===== src/rtl/pager_bch_pkg.sv =====
// Shared constants and types for the pager codeword encoder/checker.
// Assumes the fixed 32-bit layout: 1 type bit, 20 info bits,
// 10 check bits, 1 overall parity bit.
package pager_bch_pkg;
    localparam int          INFO_W  = 20;
    localparam int          CHK_W   = 10;
    localparam logic [9:0]  GEN_LOW = 10'h369; // x^9+x^8+x^6+x^5+x^3+1 (x^10 implied)
    localparam int          DATA_W  = INFO_W + 1;
    localparam int          BODY_W  = DATA_W + CHK_W;
    localparam int          CODE_W  = BODY_W + 1;

    typedef enum logic [1:0] {
        SEQ_IDLE  = 2'd0,
        SEQ_SHIFT = 2'd1,
        SEQ_DONE  = 2'd2
    } seq_state_t;

    typedef enum logic {
        OP_ENCODE = 1'b0,
        OP_CHECK  = 1'b1
    } codec_op_t;
endpackage


===== src/rtl/bch_lfsr.sv =====
// Bit-serial polynomial divider with a running parity accumulator.
// Encode mode computes the remainder of d(x)*x^CHK_W by feeding
// the input bit into the feedback. Check mode computes the plain
// remainder of the input polynomial by shifting the bit in at the
// bottom. Assumes the input arrives MSB first, one bit per step.
module bch_lfsr #(
    parameter int               CHK_W = 10,
    parameter logic [CHK_W-1:0] GEN   = '0
) (
    input  logic             clk,
    input  logic             rst_n,
    input  logic             clear,
    input  logic             step,
    input  logic             check_mode,
    input  logic             din,
    output logic [CHK_W-1:0] rem,
    output logic             par
);
    localparam int TOP = CHK_W - 1;

    logic [CHK_W-1:0] rem_next;
    logic             fb;

    // Next remainder for the selected division form.
    always_comb begin
        if (check_mode) begin
            fb       = rem[TOP];
            rem_next = {rem[TOP-1:0], din} ^ (fb ? GEN : '0);
        end else begin
            fb       = rem[TOP] ^ din;
            rem_next = {rem[TOP-1:0], 1'b0} ^ (fb ? GEN : '0);
        end
    end

    // Remainder and parity registers, cleared at job start.
    always_ff @(posedge clk) begin
        if (!rst_n || clear) begin
            rem <= '0;
            par <= 1'b0;
        end else if (step) begin
            rem <= rem_next;
            par <= par ^ din;
        end
    end
endmodule


===== src/rtl/bit_feeder.sv =====
// Parallel-in, serial-out shifter with a down counter of remaining bits.
// Presents the MSB of the loaded word first. Assumes load_len >= 1.
module bit_feeder #(
    parameter int W     = 31,
    parameter int CNT_W = 5
) (
    input  logic             clk,
    input  logic             rst_n,
    input  logic             load,
    input  logic [W-1:0]     load_word,
    input  logic [CNT_W-1:0] load_len,
    input  logic             step,
    output logic             bit_out,
    output logic             last
);
    logic [W-1:0]     sreg;
    logic [CNT_W-1:0] remain;

    // Shift register and remaining-bit counter.
    always_ff @(posedge clk) begin
        if (!rst_n) begin
            sreg   <= '0;
            remain <= '0;
        end else if (load) begin
            sreg   <= load_word;
            remain <= load_len;
        end else if (step) begin
            sreg   <= {sreg[W-2:0], 1'b0};
            remain <= remain - 1'b1;
        end
    end

    assign bit_out = sreg[W-1];
    assign last    = (remain == CNT_W'(1));
endmodule


===== src/rtl/seq_ctrl.sv =====
// Job sequencer: idle -> shift (until the feeder reports its last bit)
// -> done (one finish cycle) -> idle. Ready only in idle.
module seq_ctrl
    import pager_bch_pkg::*;
(
    input  logic clk,
    input  logic rst_n,
    input  logic start,
    input  logic last,
    output logic ready,
    output logic step,
    output logic finish
);
    seq_state_t state, state_next;

    // Next-state decision.
    always_comb begin
        state_next = state;
        case (state)
            SEQ_IDLE:  if (start) state_next = SEQ_SHIFT;
            SEQ_SHIFT: if (last)  state_next = SEQ_DONE;
            SEQ_DONE:  state_next = SEQ_IDLE;
            default:   state_next = SEQ_IDLE;
        endcase
    end

    // State register.
    always_ff @(posedge clk) begin
        if (!rst_n) state <= SEQ_IDLE;
        else        state <= state_next;
    end

    assign ready  = (state == SEQ_IDLE);
    assign step   = (state == SEQ_SHIFT);
    assign finish = (state == SEQ_DONE);
endmodule


===== src/rtl/pager_bch_codec.sv =====
// Pager codeword encoder and checker (top level).
// Encode: {type, info} -> {type, info, BCH remainder, even parity}.
// Check: reports a zero remainder over bits 31..1 and even parity over
// all 32 bits. The divider runs serially, one bit per clock.
module pager_bch_codec
    import pager_bch_pkg::*;
(
    input  logic              clk,
    input  logic              rst_n,
    input  logic              req_valid,
    output logic              req_ready,
    input  logic              req_op,
    input  logic              req_type,
    input  logic [INFO_W-1:0] req_info,
    input  logic [CODE_W-1:0] req_word,
    output logic              out_valid,
    output logic [CODE_W-1:0] out_word,
    output logic              out_syn_ok,
    output logic              out_par_ok
);
    localparam int CNT_W = $clog2(BODY_W + 1);

    logic              start, step, finish, last, ser_bit;
    logic              par_acc;
    logic [CHK_W-1:0]  rem;
    logic [CODE_W-1:0] capt;
    logic [CODE_W-1:0] load_src;
    codec_op_t         op_q;

    assign start = req_valid && req_ready;

    // Word to be shifted: encode pads with zeros, check takes the raw word.
    always_comb begin
        if (req_op == OP_CHECK) load_src = req_word;
        else                    load_src = {req_type, req_info, {(CHK_W+1){1'b0}}};
    end

    // Capture the request for use when the job finishes.
    always_ff @(posedge clk) begin
        if (!rst_n) begin
            capt <= '0;
            op_q <= OP_ENCODE;
        end else if (start) begin
            capt <= load_src;
            op_q <= codec_op_t'(req_op);
        end
    end

    seq_ctrl u_ctrl (
        .clk    (clk),
        .rst_n  (rst_n),
        .start  (start),
        .last   (last),
        .ready  (req_ready),
        .step   (step),
        .finish (finish)
    );

    bit_feeder #(.W(BODY_W), .CNT_W(CNT_W)) u_feed (
        .clk       (clk),
        .rst_n     (rst_n),
        .load      (start),
        .load_word (load_src[CODE_W-1:1]),
        .load_len  ((req_op == OP_CHECK) ? CNT_W'(BODY_W) : CNT_W'(DATA_W)),
        .step      (step),
        .bit_out   (ser_bit),
        .last      (last)
    );

    bch_lfsr #(.CHK_W(CHK_W), .GEN(GEN_LOW)) u_div (
        .clk        (clk),
        .rst_n      (rst_n),
        .clear      (start),
        .step       (step),
        .check_mode (op_q == OP_CHECK),
        .din        (ser_bit),
        .rem        (rem),
        .par        (par_acc)
    );

    // Result registers, loaded only on the finish cycle.
    always_ff @(posedge clk) begin
        if (!rst_n) begin
            out_valid  <= 1'b0;
            out_word   <= '0;
            out_syn_ok <= 1'b0;
            out_par_ok <= 1'b0;
        end else begin
            out_valid <= finish;
            if (finish) begin
                if (op_q == OP_CHECK) begin
                    out_word   <= capt;
                    out_syn_ok <= (rem == '0);
                    out_par_ok <= ~(par_acc ^ capt[0]);
                end else begin
                    out_word   <= {capt[CODE_W-1:CHK_W+1], rem, par_acc ^ (^rem)};
                    out_syn_ok <= 1'b1;
                    out_par_ok <= 1'b1;
                end
            end
        end
    end
endmodule


===== config.mk =====
export PLATFORM = sky130hd
export DESIGN_NAME = pager_bch_codec
export DESIGN_NICKNAME = d
export VERILOG_FILES = /design/src/rtl/pager_bch_pkg.sv /design/src/rtl/bch_lfsr.sv /design/src/rtl/bit_feeder.sv /design/src/rtl/seq_ctrl.sv /design/src/rtl/pager_bch_codec.sv
export SDC_FILE = /design/constraint.sdc
export NUM_CORES = 1
export LEC_CHECK = 0
export CAP_MARGIN = 10
export CORE_UTILIZATION = 35
export CTS_BUF_LIST = sky130_fd_sc_hd__clkbuf_2
export DETAILED_ROUTE_END_ITERATION = 8
export DONT_BUFFER_PORTS = 1
export MAX_ROUTING_LAYER = met4
export PLACE_DENSITY = 0.54
export SYNTH_ARGS = -nofsm -noshare
export SYNTH_HDL_FRONTEND = slang
export SYNTH_SLANG_ARGS = --single-unit

===== constraint.sdc =====
create_clock -name clk -period 1.4 [get_ports clk]
set_input_delay 0.35 -clock clk [delete_from_list [all_inputs] [get_ports clk]]
set_output_delay 0.35 -clock clk [all_outputs]
set_load 0.005 [all_outputs]

# After elaboration in Yosys (flattened, before gate mapping)
# Cells that the tools add are included.
[op_classes]
add_sub_neg = 1
n_eq_ne = 5
mux = 15
n_bitwise = 7
n_reduce_logical = 8
[op_table]
columns = ["cell", "count"]
rows = [
  ["two-way mux 31 bit", 2],
  ["two-way mux 32 bit", 1],
  ["two-way mux 10 bit", 3],
  ["bitwise XOR 10 bit", 2],
  ["two-way mux 11 bit", 1],
  ["zero test 10 bit", 1],
  ["two-way mux 5 bit", 2],
  ["parity 10 bit", 1],
  ["equality test 5 x 1 -> 1 bit, second input constant", 1],
  ["subtractor 5 x 1 -> 5 bit, second input constant", 1],
  ["two-way mux 2 bit", 2],
  ["two-way mux 4 bit", 1],
  ["!= test 2 x 1 -> 1 bit, second input constant", 2],
  ["case mux 2 bit (2 select lines)", 1],
  ["bitwise XOR 1 bit", 4],
  ["equality test 2 x 1 -> 1 bit, second input constant", 1],
  ["equality test 2 bit, second input constant", 1],
  ["zero test 2 bit", 1],
  ["two-way mux 1 bit", 2],
  ["AND reduction 2 bit", 1],
  ["nonzero test 2 bit", 1],
  ["logical AND 1 bit", 1],
  ["zero test 1 bit", 1],
  ["logical OR 1 bit", 1],
  ["inverter 1 bit", 1],
]
[totals]
register_bits = 117
input_bits = 57
out_inout_bits = 36
elab_cells = 47

# Logic depth before layout (Yosys ltp)
[depth]
ltp_word = 4
ltp_mapped = 7
ltp_nobuf = 6

# Hierarchy
# A second synthesis with hierarchy kept.
[hier_totals]
cells_unflattened = 596
area_unflattened_um2 = 5522.8
[modules_own_cells]
columns = ["module", "instances", "cells_per_inst", "area_per_inst_um2", "seq_area_each_um2"]
rows = [
  ["pager_bch_codec", 1, 330, 3123.0, 1361.3],
  ["bit_feeder", 1, 199, 1741.7, 720.7],
  ["bch_lfsr", 1, 56, 551.8, 220.2],
  ["seq_ctrl", 1, 11, 106.4, 40.0],
]

# Least setup slack after synthesis
# Ideal clock, no wire load.
[synth_path]
path_type = "register to register"
start = "register u_ctrl.state[1]"
end = "register u_feed.sreg[26]"
setup_ns = 0.116
t_arrival_ns = 1.432
required_time_ns = 1.284
slack_ns = -0.148
path_stages_with_launch = 8
n_path_buf = 3
synth_period_minus_slack_ns = 1.548
path_cell_list = "dfxtp_1 > buf_6 > or3b_1 > buf_6 > buf_12 > a211oi_2 > or3_1 > a21boi_1"
[synth_between]
elab_chain_len = 3
[synth_lines]
columns = ["element", "line_no", "text"]
rows = [
  ["start: declaration", "seq_ctrl.sv:14", "seq_state_t state, state_next;"],
  ["start signal: assignment", "seq_ctrl.sv:30", "else state <= state_next;"],
  ["zero test 2 bit", "seq_ctrl.sv:33", "assign ready = (state == SEQ_IDLE);"],
  ["logical AND 1 bit", "pager_bch_codec.sv:30", "assign start = req_valid && req_ready;"],
  ["two-way mux 31 bit / nonzero test 2 bit (equally long branches)", "-", ""],
  ["end signal: assignment", "bit_feeder.sv:25", "sreg <= load_word;"],
  ["end signal: assignment", "bit_feeder.sv:28", "sreg <= {sreg[W-2:0], 1'b0};"],
  ["end: declaration", "bit_feeder.sv:16", "logic [W-1:0] sreg;"],
]
# Several ways; a longest one is shown, not always the timed one.
# A chain may end at the register's enable or synchronous reset.

# Final worst setup path
[layout_path]
start = "register u_ctrl.state[1]"
end = "output port req_ready"
[layout_between]
elab_chain_len = 1
[layout_lines]
columns = ["element", "line_no", "text"]
rows = [
  ["zero test 2 bit", "seq_ctrl.sv:33", ""],
  ["end: declaration", "pager_bch_codec.sv:11", "output logic req_ready,"],
]
# No other way between the ends.

==> impl_metrics.py <==
metrics = {
    "outcome": {
        "outcome": "complete, but fails checks",
        "violations": "design-rule violations, negative hold slack, negative setup slack",
    },
    "global_routing": {
        "antenna_found_initial": 0,
        "grt_max_degree": 108,
        "grt_overflow": 0,
        "grt_pass1_wl_um": 22650,
        "gr-usage-all-layers_pct": 18.93,
        "first_global_vias": 4421,
    },
    "critical_path": {
        "worstSetupPathType": "reg -> out",
        "r2r_slack_ns": -0.21,
        "path_max_fanout": 3,
        "crit_start": "u_ctrl.state[1]$_SDFFE_PN0P_",
        "reg2reg_depth": 6,
        "r2r_end": "u_feed.sreg[10]$_SDFFE_PN0P_",
        "endpoint_kind": "output pin",
        "cp-start-kind": "register",
        "reg2reg_from": "u_ctrl.state[0]$_SDFFE_PN0P_",
        "crit_end": "req_ready",
        "worstPathArrival_ns": 1.31,
        "cp.required_ns": 1.05,
    },
    "pwr": {
        "vdd_drop_max_uv": 658.5,
        "p_per_area_mw_per_mm2": 1107,
        "internal_power_uw": 5617,
        "seqPwrFrac_pct": 47.8,
        "clkPwrFrac_pct": 34.3,
        "power.switching_uw": 2029,
        "netSwitchingFraction_pct": 26.54,
        "finalPower_uw": 7646,
        "p_leak_uw": 0.002655,
        "combPwrFrac_pct": 17.9,
    },
    "final_layout": {
        "finalNetCount": 728,
        "regArea_mm2": 0.002396,
        "multi_input_area_mm2": 0.002943,
        "finish.instance_area_mm2": 0.006908,
        "drive_gt1_share_pct": 30.77,
        "nFillCells": 1387,
        "areaGrowthSynthToFinish_pct": 30.21,
        "insertedDiodeCount": 0,
        "finalNonFillerCells": 860,
    },
    "timing": {
        "finalHoldViolCount": 117,
        "tns_ns": -9.231,
        "slew_viol_final": 0,
        "rsz0062_at_grt": "yes",
        "period_needed_ns": 1.660,
        "worst_pin_slew_ns": 0.4807,
        "finalSetupViolations": 113,
        "hold_slack_ns": -0.2212,
        "clock.fmax_ghz": 0.6022,
        "slew_headroom_pct": 67.95,
        "finalCritPeriodShare_pct": 118.6,
        "layout_setup_ws_ns": -0.2605,
        "fin_skew_ns": 0.02830,
    },
    "logic_synthesis": {
        "synth.distinct_cells": 39,
        "yosysTopAreaCell": "dfxtp_1",
        "synthFlopType": "dfxtp_1",
        "yosysWarnings": 0,
        "ys_top_cells_by_count": "117 x dfxtp_1, 117 x nand2_1, 39 x a21oi_1, 37 x a21boi_0, 36 x nor2b_1",
        "ys_seq_area_share_pct": 44.15,
        "async_flop_share_pct": 0,
        "yosys-top-cells-area": "dfxtp_1 44%, nand2_1 8.3%, a21boi_0 5.2%, nor2b_1 4.2%, a21oi_1 3.7%",
        "syn_inst": 612,
        "syn_avg_cell_area_um2": 8.668,
        "synth_area_mm2": 0.005305,
        "synth_edf_count": 0,
        "synth_nets": 676,
        "yosysTopAreaCellShare_pct": 44.15,
        "synth-seq-cells": 117,
    },
    "placed_design": {
        "dp_hpwl_um": 8692,
        "io_buffers": 0,
        "place_area_mm2": 0.005722,
        "place.gp.congestion": 0.7798,
        "pre_cts_ws_ns": -0.1883,
        "dp_cells": 795,
    },
    "route": {
        "wl_per_cell_um": 16.65,
        "route.vias.total": 4466,
        "ant_nets": 0,
        "first_iter_violations": 313,
        "drc": 18,
        "drt-total-wl_um": 14320,
        "firstDrtPassIters": 7,
        "vias_per_cell": 5.193,
    },
    "floorplanning": {
        "die_x_um": 125.1,
        "die-area_mm2": 0.01565,
        "row_count": 44,
        "die_h_um": 125.1,
        "fp.coreArea_mm2": 0.01464,
        "start_util_pct": 36.23,
        "io-pin-count": 93,
    },
    "clocking": {
        "cts-buffers-inserted": 17,
        "path_clk_slew_ns": 0.18,
        "cts_tree": "yes",
        "cts_sinks": 117,
        "cts_buffer_depth": 2,
        "cts_htree_levels": 4,
        "cts_root_buffer": "clkbuf_2",
        "clk_latency_ns": 0.70,
    },
    "hold_path": {
        "hold_class": "in -> reg",
    },
    "run": {
        "timing.max_cap.violations": 0,
    },
}
-- cell families (layout without fill, tap and decap cells) --
kind of cell | Yosys count | after routing | synth area share (%)
adder cells (fa/ha/maj) | 7 | 7 | 1.651
AND/OR/NAND/NOR | 229 | 229 | 19.98
XOR/XNOR | 15 | 15 | 3.514
flip-flops | 117 | 117 | 44.15
buffers and inverters | 65 | 129 | 6.038
multiplexers | 1 | 1 | 0.2122
AO/OA/AOI/OAI | 178 | 178 | 24.46
-- worst min-delay path by stage --
stage	from	endpoint	slack, ns	depth (start not counted)
2_1_floorplan	u_div.rem[8]$_SDFFE_PP0N_	u_div.rem[8]$_SDFFE_PP0N_	0.43	2
3_3_place_gp	u_feed.sreg[11]$_SDFFE_PN0P_	u_feed.sreg[11]$_SDFFE_PN0P_	0.44	2
3_5_place_dp	u_feed.sreg[25]$_SDFFE_PN0P_	u_feed.sreg[25]$_SDFFE_PN0P_	0.44	2
4_1_cts	rst_n	capt[13]$_SDFFE_PN0P_	-0.28	2
5_1_grt	rst_n	out_word[11]$_SDFFE_PN0P_	-0.32	1
6_report	rst_n	out_word[15]$_SDFFE_PN0P_	-0.22	1
-- routing by layer --
layer | vias up | GRT usage [%] | share of wire, %
li1 | 2199 | - | -
met1 | 2156 | 22.77 | 46
met2 | 95 | 30.73 | 48
met3 | 16 | 5.049 | 4.4
met4 | 0 | 6.098 | 1.4
met5 | - | - | 0
-- critical path, cell delays in order, from the launching register on --
cell     delay, ns
dfxtp_4       0.40
buf_12        0.13
nor2_4        0.10
-- power by group through the flow --
stage          logic [µW]  registers (µW)  clock network [µW]
2_1_floorplan         784            3690                   0
3_3_place_gp          976            3710                   0
3_5_place_dp          997            3710                   0
4_1_cts              1220            3650                2680
5_1_grt              1490            3680                2850
6_report             1370            3650                2620
-- layout make-up --
| cell class | count | area share, % |
|---|---|---|
| Multi-Input combinational cell | 430 | 42.60 |
| Clock buffer | 19 | 1.377 |
| Tap cell | 184 | 3.333 |
| Inverter | 12 | 0.6521 |
| Timing Repair Buffer | 86 | 14.67 |
| Sequential cell | 117 | 34.69 |
| Clock inverter | 12 | 2.681 |
-- metrics by stage --
step	util [%]	hold slack [ns]
final	47.17	-0.2212
after global routing	47.17	-0.3201
after CTS	44.53	-0.2829
after detailed placement	39.07	0.4449
after global placement	39.07	0.4405
after floorplan	-	0.4293
-- layout by cell type, fill, tap and decap left out, types with 4 or more instances in the layout --
cell type | Yosys | routed
clkbuf_2 | 0 | 19
a21boi_1 | 19 | 43
nand3_1 | 14 | 9
dfxtp_2 | 0 | 37
xnor3_1 | 4 | 4
o21ai_0 | 26 | 16
buf_6 | 4 | 12
a21oi_1 | 39 | 38
o211ai_1 | 11 | 11
dfxtp_1 | 117 | 78
a211oi_4 | 0 | 14
o211a_1 | 10 | 10
inv_1 | 12 | 12
o221a_2 | 10 | 10
nand3_2 | 0 | 4
dlygate4sd3_1 | 0 | 7
nand2_1 | 117 | 112
a211oi_2 | 12 | 6
xor2_1 | 4 | 4
xnor2_1 | 7 | 7
buf_4 | 5 | 45
o21ai_1 | 0 | 8
a21boi_2 | 0 | 4
nor2_1 | 29 | 24
a21boi_0 | 37 | 9
or3_1 | 20 | 20
bufinv_16 | 0 | 5
ha_1 | 7 | 7
buf_12 | 1 | 12
nor2b_1 | 36 | 33
clkinv_2 | 0 | 4
-- flip-flops by register name, indices dropped and copies added, names as in the netlist --
register,cells
out_valid,1
out_par_ok,1
capt,32
u_ctrl.state,2
out_word,32
u_feed.sreg,31
u_feed.remain,5
op_q,1
out_syn_ok,1
u_div.par,1
u_div.rem,10
-- what timing repair did --
item                       CTS  global route
setup buffers               12             8
hold endpoints to repair   117           117
hold buffers                 1             6
setup endpoints to repair  149           153
gates resized for setup    114            55
cloned                       5             4
pin swaps                   16            14
(Power assumes the default switching activity.)
